File: src/rtl/fracn_pkg.sv
package fracn_pkg;
   // width of the signed per-period offset
   localparam int DN_W      = 4;
   // number of cascaded stages available
   localparam int MAX_ORDER = 3;
   // shortest period the counter may ever be loaded with
   localparam int MIN_PERIOD = 2;

   typedef logic signed [DN_W-1:0] dn_t;

   // magnitude of the most negative offset each order can produce
   function automatic int dn_floor(input logic [1:0] ord);
      case (ord)
         2'd2:    return 1;
         2'd3:    return 3;
         default: return 0;
      endcase
   endfunction
endpackage

File: src/rtl/fracn_mash_stage.sv
module fracn_mash_stage #(
   parameter int W = 8
) (
   input  logic         clk,
   input  logic         rst_n,
   input  logic         clr,
   input  logic         adv,
   input  logic         en,
   input  logic [W-1:0] m,
   input  logic [W-1:0] x,
   output logic [W-1:0] res_nxt,
   output logic         carry
);
   localparam int SW = W + 1;

   logic [W-1:0]  acc;
   logic [SW-1:0] sum;
   logic [SW-1:0] dif;

   always_comb begin
      sum     = {1'b0, acc} + {1'b0, x};
      dif     = sum - {1'b0, m};
      carry   = en && (sum >= {1'b0, m});
      if (!en)
         res_nxt = '0;
      else if (carry)
         res_nxt = dif[W-1:0];
      else
         res_nxt = sum[W-1:0];
   end

   always_ff @(posedge clk) begin
      if (!rst_n)
         acc <= '0;
      else if (clr)
         acc <= '0;
      else if (adv)
         acc <= res_nxt;
   end


   resid_below_mod_chk: assert property (@(posedge clk) disable iff (!rst_n)
      en |-> (acc < m));


   idle_stage_zero_chk: assert property (@(posedge clk) disable iff (!rst_n)
      (!en && !carry) |=> (acc == '0) || $past(!adv));
endmodule

File: src/rtl/fracn_mash.sv
module fracn_mash
   import fracn_pkg::*;
#(
   parameter int W = 8
) (
   input  logic         clk,
   input  logic         rst_n,
   input  logic         clr,
   input  logic         adv,
   input  logic [1:0]   ord,
   input  logic [W-1:0] f,
   input  logic [W-1:0] m,
   output dn_t          dn_nxt
);
   localparam int ST = MAX_ORDER;

   if (ST != 3) begin : g_bad_order
      $error("fracn_mash: combiner is written for three stages");
   end

   logic [W-1:0]  res [ST];
   logic [ST-1:0] cy;
   logic          c2d, c3d, c3dd;

   for (genvar k = 0; k < ST; k++) begin : g_stage
      logic [W-1:0] x_k;
      logic         en_k;
      if (k == 0) begin : g_head
         assign x_k = f;
      end else begin : g_tail
         assign x_k = res[k-1];
      end
      assign en_k = (int'(ord) > k);
      fracn_mash_stage #(.W(W)) u_st (
         .clk     (clk),
         .rst_n   (rst_n),
         .clr     (clr),
         .adv     (adv),
         .en      (en_k),
         .m       (m),
         .x       (x_k),
         .res_nxt (res[k]),
         .carry   (cy[k])
      );
   end

   always_ff @(posedge clk) begin
      if (!rst_n || clr) begin
         c2d  <= 1'b0;
         c3d  <= 1'b0;
         c3dd <= 1'b0;
      end else if (adv) begin
         c2d  <= cy[1];
         c3d  <= cy[2];
         c3dd <= c3d;
      end
   end

   always_comb begin
      dn_nxt = dn_t'({3'b000, cy[0]})
             + dn_t'({3'b000, cy[1]}) - dn_t'({3'b000, c2d})
             + dn_t'({3'b000, cy[2]}) - dn_t'({2'b00, c3d, 1'b0})
             + dn_t'({3'b000, c3dd});
   end


   dn_span_chk: assert property (@(posedge clk) disable iff (!rst_n)
      adv |-> (dn_nxt >= -4'sd3) && (dn_nxt <= 4'sd4));


   dn_ord2_chk: assert property (@(posedge clk) disable iff (!rst_n)
      (adv && ord == 2'd2) |-> (dn_nxt >= -4'sd1) && (dn_nxt <= 4'sd2));


   dn_ord1_chk: assert property (@(posedge clk) disable iff (!rst_n)
      (adv && ord == 2'd1) |-> (dn_nxt == 4'sd0) || (dn_nxt == 4'sd1));


   hist_cleared_chk: assert property (@(posedge clk) disable iff (!rst_n)
      clr |=> !c2d && !c3d && !c3dd);
endmodule

File: src/rtl/fracn_cfg_gate.sv
module fracn_cfg_gate
   import fracn_pkg::*;
#(
   parameter int NW = 8,
   parameter int W  = 8
) (
   input  logic          clk,
   input  logic          rst_n,
   input  logic          tc,
   input  logic [NW-1:0] n_in,
   input  logic [W-1:0]  f_in,
   input  logic [W-1:0]  m_in,
   input  logic [1:0]    ord_in,
   output logic [NW-1:0] act_n,
   output logic [W-1:0]  act_f,
   output logic [W-1:0]  act_m,
   output logic [1:0]    act_ord,
   output logic          act_vld,
   output logic          apply,
   output logic          cfg_err
);
   logic [NW-1:0] n_floor;
   logic          cand_ok;
   logic          differs;

   always_comb begin
      n_floor = NW'(MIN_PERIOD + dn_floor(ord_in));
      cand_ok = (ord_in != 2'd0) && (m_in >= W'(2)) && (f_in < m_in)
             && (n_in >= n_floor);
      differs = !act_vld || (n_in != act_n) || (f_in != act_f)
             || (m_in != act_m) || (ord_in != act_ord);
      apply   = tc && cand_ok && differs;
   end

   always_ff @(posedge clk) begin
      if (!rst_n) begin
         act_n   <= '0;
         act_f   <= '0;
         act_m   <= '0;
         act_ord <= '0;
         act_vld <= 1'b0;
         cfg_err <= 1'b0;
      end else begin
         if (tc)
            cfg_err <= !cand_ok;
         if (apply) begin
            act_n   <= n_in;
            act_f   <= f_in;
            act_m   <= m_in;
            act_ord <= ord_in;
            act_vld <= 1'b1;
         end
      end
   end


   cfg_hold_chk: assert property (@(posedge clk) disable iff (!rst_n)
      !tc |=> $stable({act_n, act_f, act_m, act_ord}));


   err_hold_chk: assert property (@(posedge clk) disable iff (!rst_n)
      !tc |=> $stable(cfg_err));


   refused_keeps_cfg_chk: assert property (@(posedge clk) disable iff (!rst_n)
      (tc && !cand_ok) |=> $stable({act_n, act_f, act_m, act_ord}) && cfg_err);
endmodule

File: src/rtl/fracn_div_cnt.sv
module fracn_div_cnt #(
   parameter int CW = 9
) (
   input  logic          clk,
   input  logic          rst_n,
   input  logic          load,
   input  logic [CW-1:0] ld_val,
   output logic          tc
);
   logic [CW-1:0] cnt;

   assign tc = (cnt == CW'(1));

   always_ff @(posedge clk) begin
      if (!rst_n)
         cnt <= CW'(1);
      else if (tc) begin
         if (load)
            cnt <= ld_val;
      end else
         cnt <= cnt - CW'(1);
   end


   cnt_step_chk: assert property (@(posedge clk) disable iff (!rst_n)
      !tc |=> cnt == $past(cnt) - CW'(1));


   reload_min_chk: assert property (@(posedge clk) disable iff (!rst_n)
      (tc && load) |=> cnt >= CW'(2));
endmodule

File: src/rtl/fracn_mash_div.sv
module fracn_mash_div
   import fracn_pkg::*;
#(
   parameter int NW = 8,
   parameter int W  = 8
) (
   input  logic                  clk,
   input  logic                  rst_n,
   input  logic [NW-1:0]         n_int,
   input  logic [W-1:0]          f_num,
   input  logic [W-1:0]          m_mod,
   input  logic [1:0]            order,
   output logic                  div_pulse,
   output logic signed [DN_W-1:0] delta_n,
   output logic                  cfg_err
);
   localparam int CW = NW + 1;

   if (NW < 3) begin : g_bad_nw
      $error("fracn_mash_div: NW must hold the largest minimum N");
   end
   if (W < 2) begin : g_bad_w
      $error("fracn_mash_div: W must allow a modulus of at least 2");
   end

   logic          tc, apply, act_vld, adv, load;
   logic [NW-1:0] act_n;
   logic [W-1:0]  act_f, act_m;
   logic [1:0]    act_ord;
   dn_t           dn_nxt;
   logic [CW-1:0] ld_val;
   logic signed [CW:0] step_sum;

   fracn_cfg_gate #(.NW(NW), .W(W)) u_gate (
      .clk     (clk),
      .rst_n   (rst_n),
      .tc      (tc),
      .n_in    (n_int),
      .f_in    (f_num),
      .m_in    (m_mod),
      .ord_in  (order),
      .act_n   (act_n),
      .act_f   (act_f),
      .act_m   (act_m),
      .act_ord (act_ord),
      .act_vld (act_vld),
      .apply   (apply),
      .cfg_err (cfg_err)
   );

   assign adv  = tc && act_vld && !apply;
   assign load = apply || adv;

   fracn_mash #(.W(W)) u_mash (
      .clk    (clk),
      .rst_n  (rst_n),
      .clr    (apply),
      .adv    (adv),
      .ord    (act_ord),
      .f      (act_f),
      .m      (act_m),
      .dn_nxt (dn_nxt)
   );

   always_comb begin
      step_sum = $signed({2'b00, act_n})
               + $signed({{(CW + 1 - DN_W){dn_nxt[DN_W-1]}}, dn_nxt});
      ld_val   = apply ? {1'b0, n_int} : step_sum[CW-1:0];
   end

   fracn_div_cnt #(.CW(CW)) u_cnt (
      .clk    (clk),
      .rst_n  (rst_n),
      .load   (load),
      .ld_val (ld_val),
      .tc     (tc)
   );

   assign div_pulse = tc && act_vld;

   always_ff @(posedge clk) begin
      if (!rst_n || apply)
         delta_n <= '0;
      else if (adv)
         delta_n <= dn_nxt;
   end


   dn_follows_pulse_chk: assert property (@(posedge clk) disable iff (!rst_n)
      !div_pulse |=> $stable(delta_n));


   pulse_single_chk: assert property (@(posedge clk) disable iff (!rst_n)
      div_pulse |=> !div_pulse);


   apply_zero_dn_chk: assert property (@(posedge clk) disable iff (!rst_n)
      apply |=> delta_n == '0);
endmodule

File: config.mk
export PLATFORM = sky130hd
export DESIGN_NAME = fracn_mash_div
export DESIGN_NICKNAME = d
export VERILOG_FILES = /design/src/rtl/fracn_pkg.sv /design/src/rtl/fracn_mash_stage.sv /design/src/rtl/fracn_mash.sv /design/src/rtl/fracn_cfg_gate.sv /design/src/rtl/fracn_div_cnt.sv /design/src/rtl/fracn_mash_div.sv
export SDC_FILE = /design/constraint.sdc
export NUM_CORES = 1
export LEC_CHECK = 0
export BUFFER_PORTS_ARGS = -buffer_cell sky130_fd_sc_hd__buf_2
export CAP_MARGIN = 10
export CORE_MARGIN = 2
export CORE_UTILIZATION = 35
export CTS_CLUSTER_DIAMETER = 50
export DETAILED_ROUTE_END_ITERATION = 10
export PLACE_DENSITY = 0.61
export SETUP_SLACK_MARGIN = 0.5
export SYNTH_ARGS = -nofsm -noshare
export SYNTH_HDL_FRONTEND = slang
export SYNTH_SLANG_ARGS = --single-unit
File: constraint.sdc
create_clock -name clk -period 17.62 [get_ports clk]
set_input_delay 4.405 -clock clk [delete_from_list [all_inputs] [get_ports clk]]
set_output_delay 4.405 -clock clk [all_outputs]
set_load 0.02 [all_outputs]
==> results.yml <==
sta:
  fin_crit_ns: 12.73
  hold_viol: 0
  layout_setup_ws_ns: 4.89
  maxSlewViolCount: 0
  rsz0062_at_grt: "false"
  finalSetupViolCount: 0
  tns_ns: 0
  period_share_pct: 72.2
  skew_ns: 0.00886
  fmax_mhz: 78.6
  maxSlewHeadroom_pct: 30.1
  tightest_slew_ns: 1.05
place:
  dpl_cell_area_mm2: 0.00648
  globalplace.congestion: 0.890
  place_hpwl_mm: 12.7
  dp_slack_ns: 5.02
  numPortBuffers: 33
route:
  vias_per_cell: 5.46
  drt-initial-drc-count: 279
  wirelength_mm: 16.6
  drc_errors: 0
  first_pass_iters: 4
  vias: 5522
  wl_per_cell_um: 16.4
  postRouteAntennaNets: 0
clocking:
  cts_root_buffer: "clkbuf_16"
  ctsResizeCount: 0
  clkLatencyLatePin_ns: 0.35
  htreeDepth: 3
  post_cts_buffers: 0
  postCtsHoldBufs: 0
  clock-sinks: 68
  cts.clk_slew.worst_paths_ns: 0.07
  cts_buffers: 9
  clock_path_buffers: 2
  cts_tree: "built"
grt:
  grt_overflow: 0
  grt_pass1_wl_mm: 27.6
  grtUsageMet2_pct: 31.1
  antenna_found_initial: 0
  busiest_layer: "met2"
  grt_pass1_vias: 5385
  use_met1_pct: 25.1
  use_met3_pct: 4.06
  grt_max_degree: 29
  track_usage_pct: 19.1
critical_path:
  worstPathArrival_ns: 12.97
  end_kind: "flop"
  crit_path_max_fanout: 9
  cp.required_ns: 17.86
  crit_type: "reg2reg"
  cp-start-kind: "flop"
  cpPeakStageDelay_ns: 0.52
  path_common_cell: "ha_1"
  rr_worst_depth: 54
  cp_slowest_cell: "a311oi_4"
synthesis:
  syn_inst: 761
  syn-cell-area_mm2: 0.00614
  avgSynthCellArea_um2: 8.06
  ys_seq_elements: 68
  synth_top_cell_area_share_pct: 22.2
  ys_seq_area_share_pct: 22.2
  synthesis.nets: 866
  ys.flop_type: "dfxtp_1"
  synth_area_leaders: "dfxtp_1 (22%), ha_1 (14%), nand2_1 (5.3%), xnor2_1 (5.1%), a21oi_1 (4.3%)"
  synth_top_cell_by_area: "dfxtp_1"
  yosys_warnings: 0
  yosysUniqueCellTypes: 68
  async_flop_share_pct: 0
  synth_edf_count: 0
job:
  max_cap_violations: 0
die:
  die_h_um: 136
  core-area_mm2: 0.0172
  chipWidth_um: 136
  rows: 48
  dieArea_mm2: 0.0186
  pin_count: 34
  initial_core_util_pct: 35.6
pwr:
  leakage_nw: 3.00
  vdd_drop_max_mv: 0.0947
  pwr_density_cell_mw_per_mm2: 131
  p_total_mw: 0.890
layout:
  fin_nets: 887
  fillers: 1779
  finalInstanceArea_mm2: 0.00679
  n_antenna_cell: 0
  drive_gt1_share_pct: 8.39
  area_growth_pct: 10.7
worst_hold_path:
  hp-class: "reg2reg"
  min_path_cells: 2
status:
  status: "finished clean"
==> layout by cell type (no fill, tap or decap), types with 9 or more instances in the layout <==
cell type	Yosys	layout
a211oi_1	13	13
a22o_1	15	15
nor3_1	14	14
o21ai_0	33	33
ha_1	68	68
and3_1	11	11
dfxtp_1	68	68
nor2_1	54	54
nand3_1	19	19
xor2_1	29	29
nor4_1	11	11
nor2b_1	15	15
mux2i_1	23	23
xnor2_1	36	36
nand2_1	86	86
fa_1	9	9
buf_2	4	33
clkbuf_16	0	9
a21oi_1	53	53
inv_1	54	54
==> final timing paths <==
path | from | to | slack [ns]
min reg2reg | delta_n[1] | delta_n[1] | 0.45
max | u_gate.act_f[0] | u_cnt.cnt[7] | 4.89
min | delta_n[1] | delta_n[1] | 0.45
max reg2reg | u_gate.act_f[0] | u_cnt.cnt[7] | 4.89
==> metrics by stage <==
stage          hold WS (ns)  util, %  instances
6_report              0.453     39.4       1012
4_1_cts               0.459     39.4       1012
3_3_place_gp          0.447     37.6        996
3_5_place_dp          0.450     37.6        996
5_1_grt               0.478     39.4       1012
2_1_floorplan         0.429        -        761
==> kinds of logic (layout without fill, tap and decap cells) <==
family	count (synthesis)	after routing	share of synthesized area, %
multiplexers	23	23	3.75
buffers and inverters	79	105	5.16
adder cells (fa/ha/maj)	77	77	16.8
XOR/XNOR	65	65	9.28
AO/OA/AOI/OAI	197	197	22.3
AND/OR/NAND/NOR	252	252	20.5
flip-flops	68	68	22.2
==> routing by layer <==
layer  vias to the layer above  part of all wire (%)
li1                       2784                     -
met1                      2593                    48
met2                       116                    46
met3                        29                   3.6
met4                         0                   2.6
met5                         -                     0
==> Yosys cell counts, types with 4 or more instances <==
cell type	count
nor4_1	11
buf_2	4
ha_1	68
nand4_1	6
and3_1	11
nor3_1	14
or3_1	6
o211ai_1	5
mux2i_1	23
o21ai_0	33
o31a_1	5
o21a_1	8
nand3_1	19
a21o_1	8
a211oi_1	13
nor2b_1	15
xor2_1	29
dfxtp_1	68
o21bai_1	6
clkbuf_1	17
a21oi_1	53
fa_1	9
o31ai_1	6
nand2_1	86
nand2b_1	7
xnor2_1	36
o21ai_1	6
o2111ai_1	4
inv_1	54
nor2_1	54
a22o_1	15
==> power breakdown <==
group          internal [mW]  leakage (nW)  switching (mW)
clock network          0.112         0.147          0.0791
logic                  0.207          2.30           0.290
registers              0.174         0.551          0.0278
==> cell type report <==
cell class	instances	area, um2	share of cell area, %
Clock buffer	9	225	3.32
Clock inverter	7	81.3	1.20
Inverter	54	203	2.98
Multi-Input combinational cell	614	4460	65.7
Sequential cell	68	1360	20.0
Tap cell	225	282	4.15
Timing Repair Buffer	35	180	2.65
==> critical path: cells and delay by family (launching register included) <==
kind | cells | cell delay, ns
compound gates | 21 | 5.13
fa+ha+maj | 14 | 4.23
simple gates | 10 | 2.18
buf+inv | 6 | 0.36
flops | 1 | 0.33
mux | 2 | 0.30
xor+xnor | 1 | 0.11
==> state kept, by name, summed over array words and instances, names as in the netlist <==
signal	count
u_gate.act_f	8
u_mash.g_stage.u_st.acc	24
u_gate.act_ord	2
u_gate.act_vld	1
u_gate.act_n	8
u_gate.cfg_err	1
u_cnt.cnt	9
delta_n	4
u_mash.c3d	1
u_gate.act_m	8
u_mash.c2d	1
u_mash.c3dd	1
(Power assumes the default switching activity.)
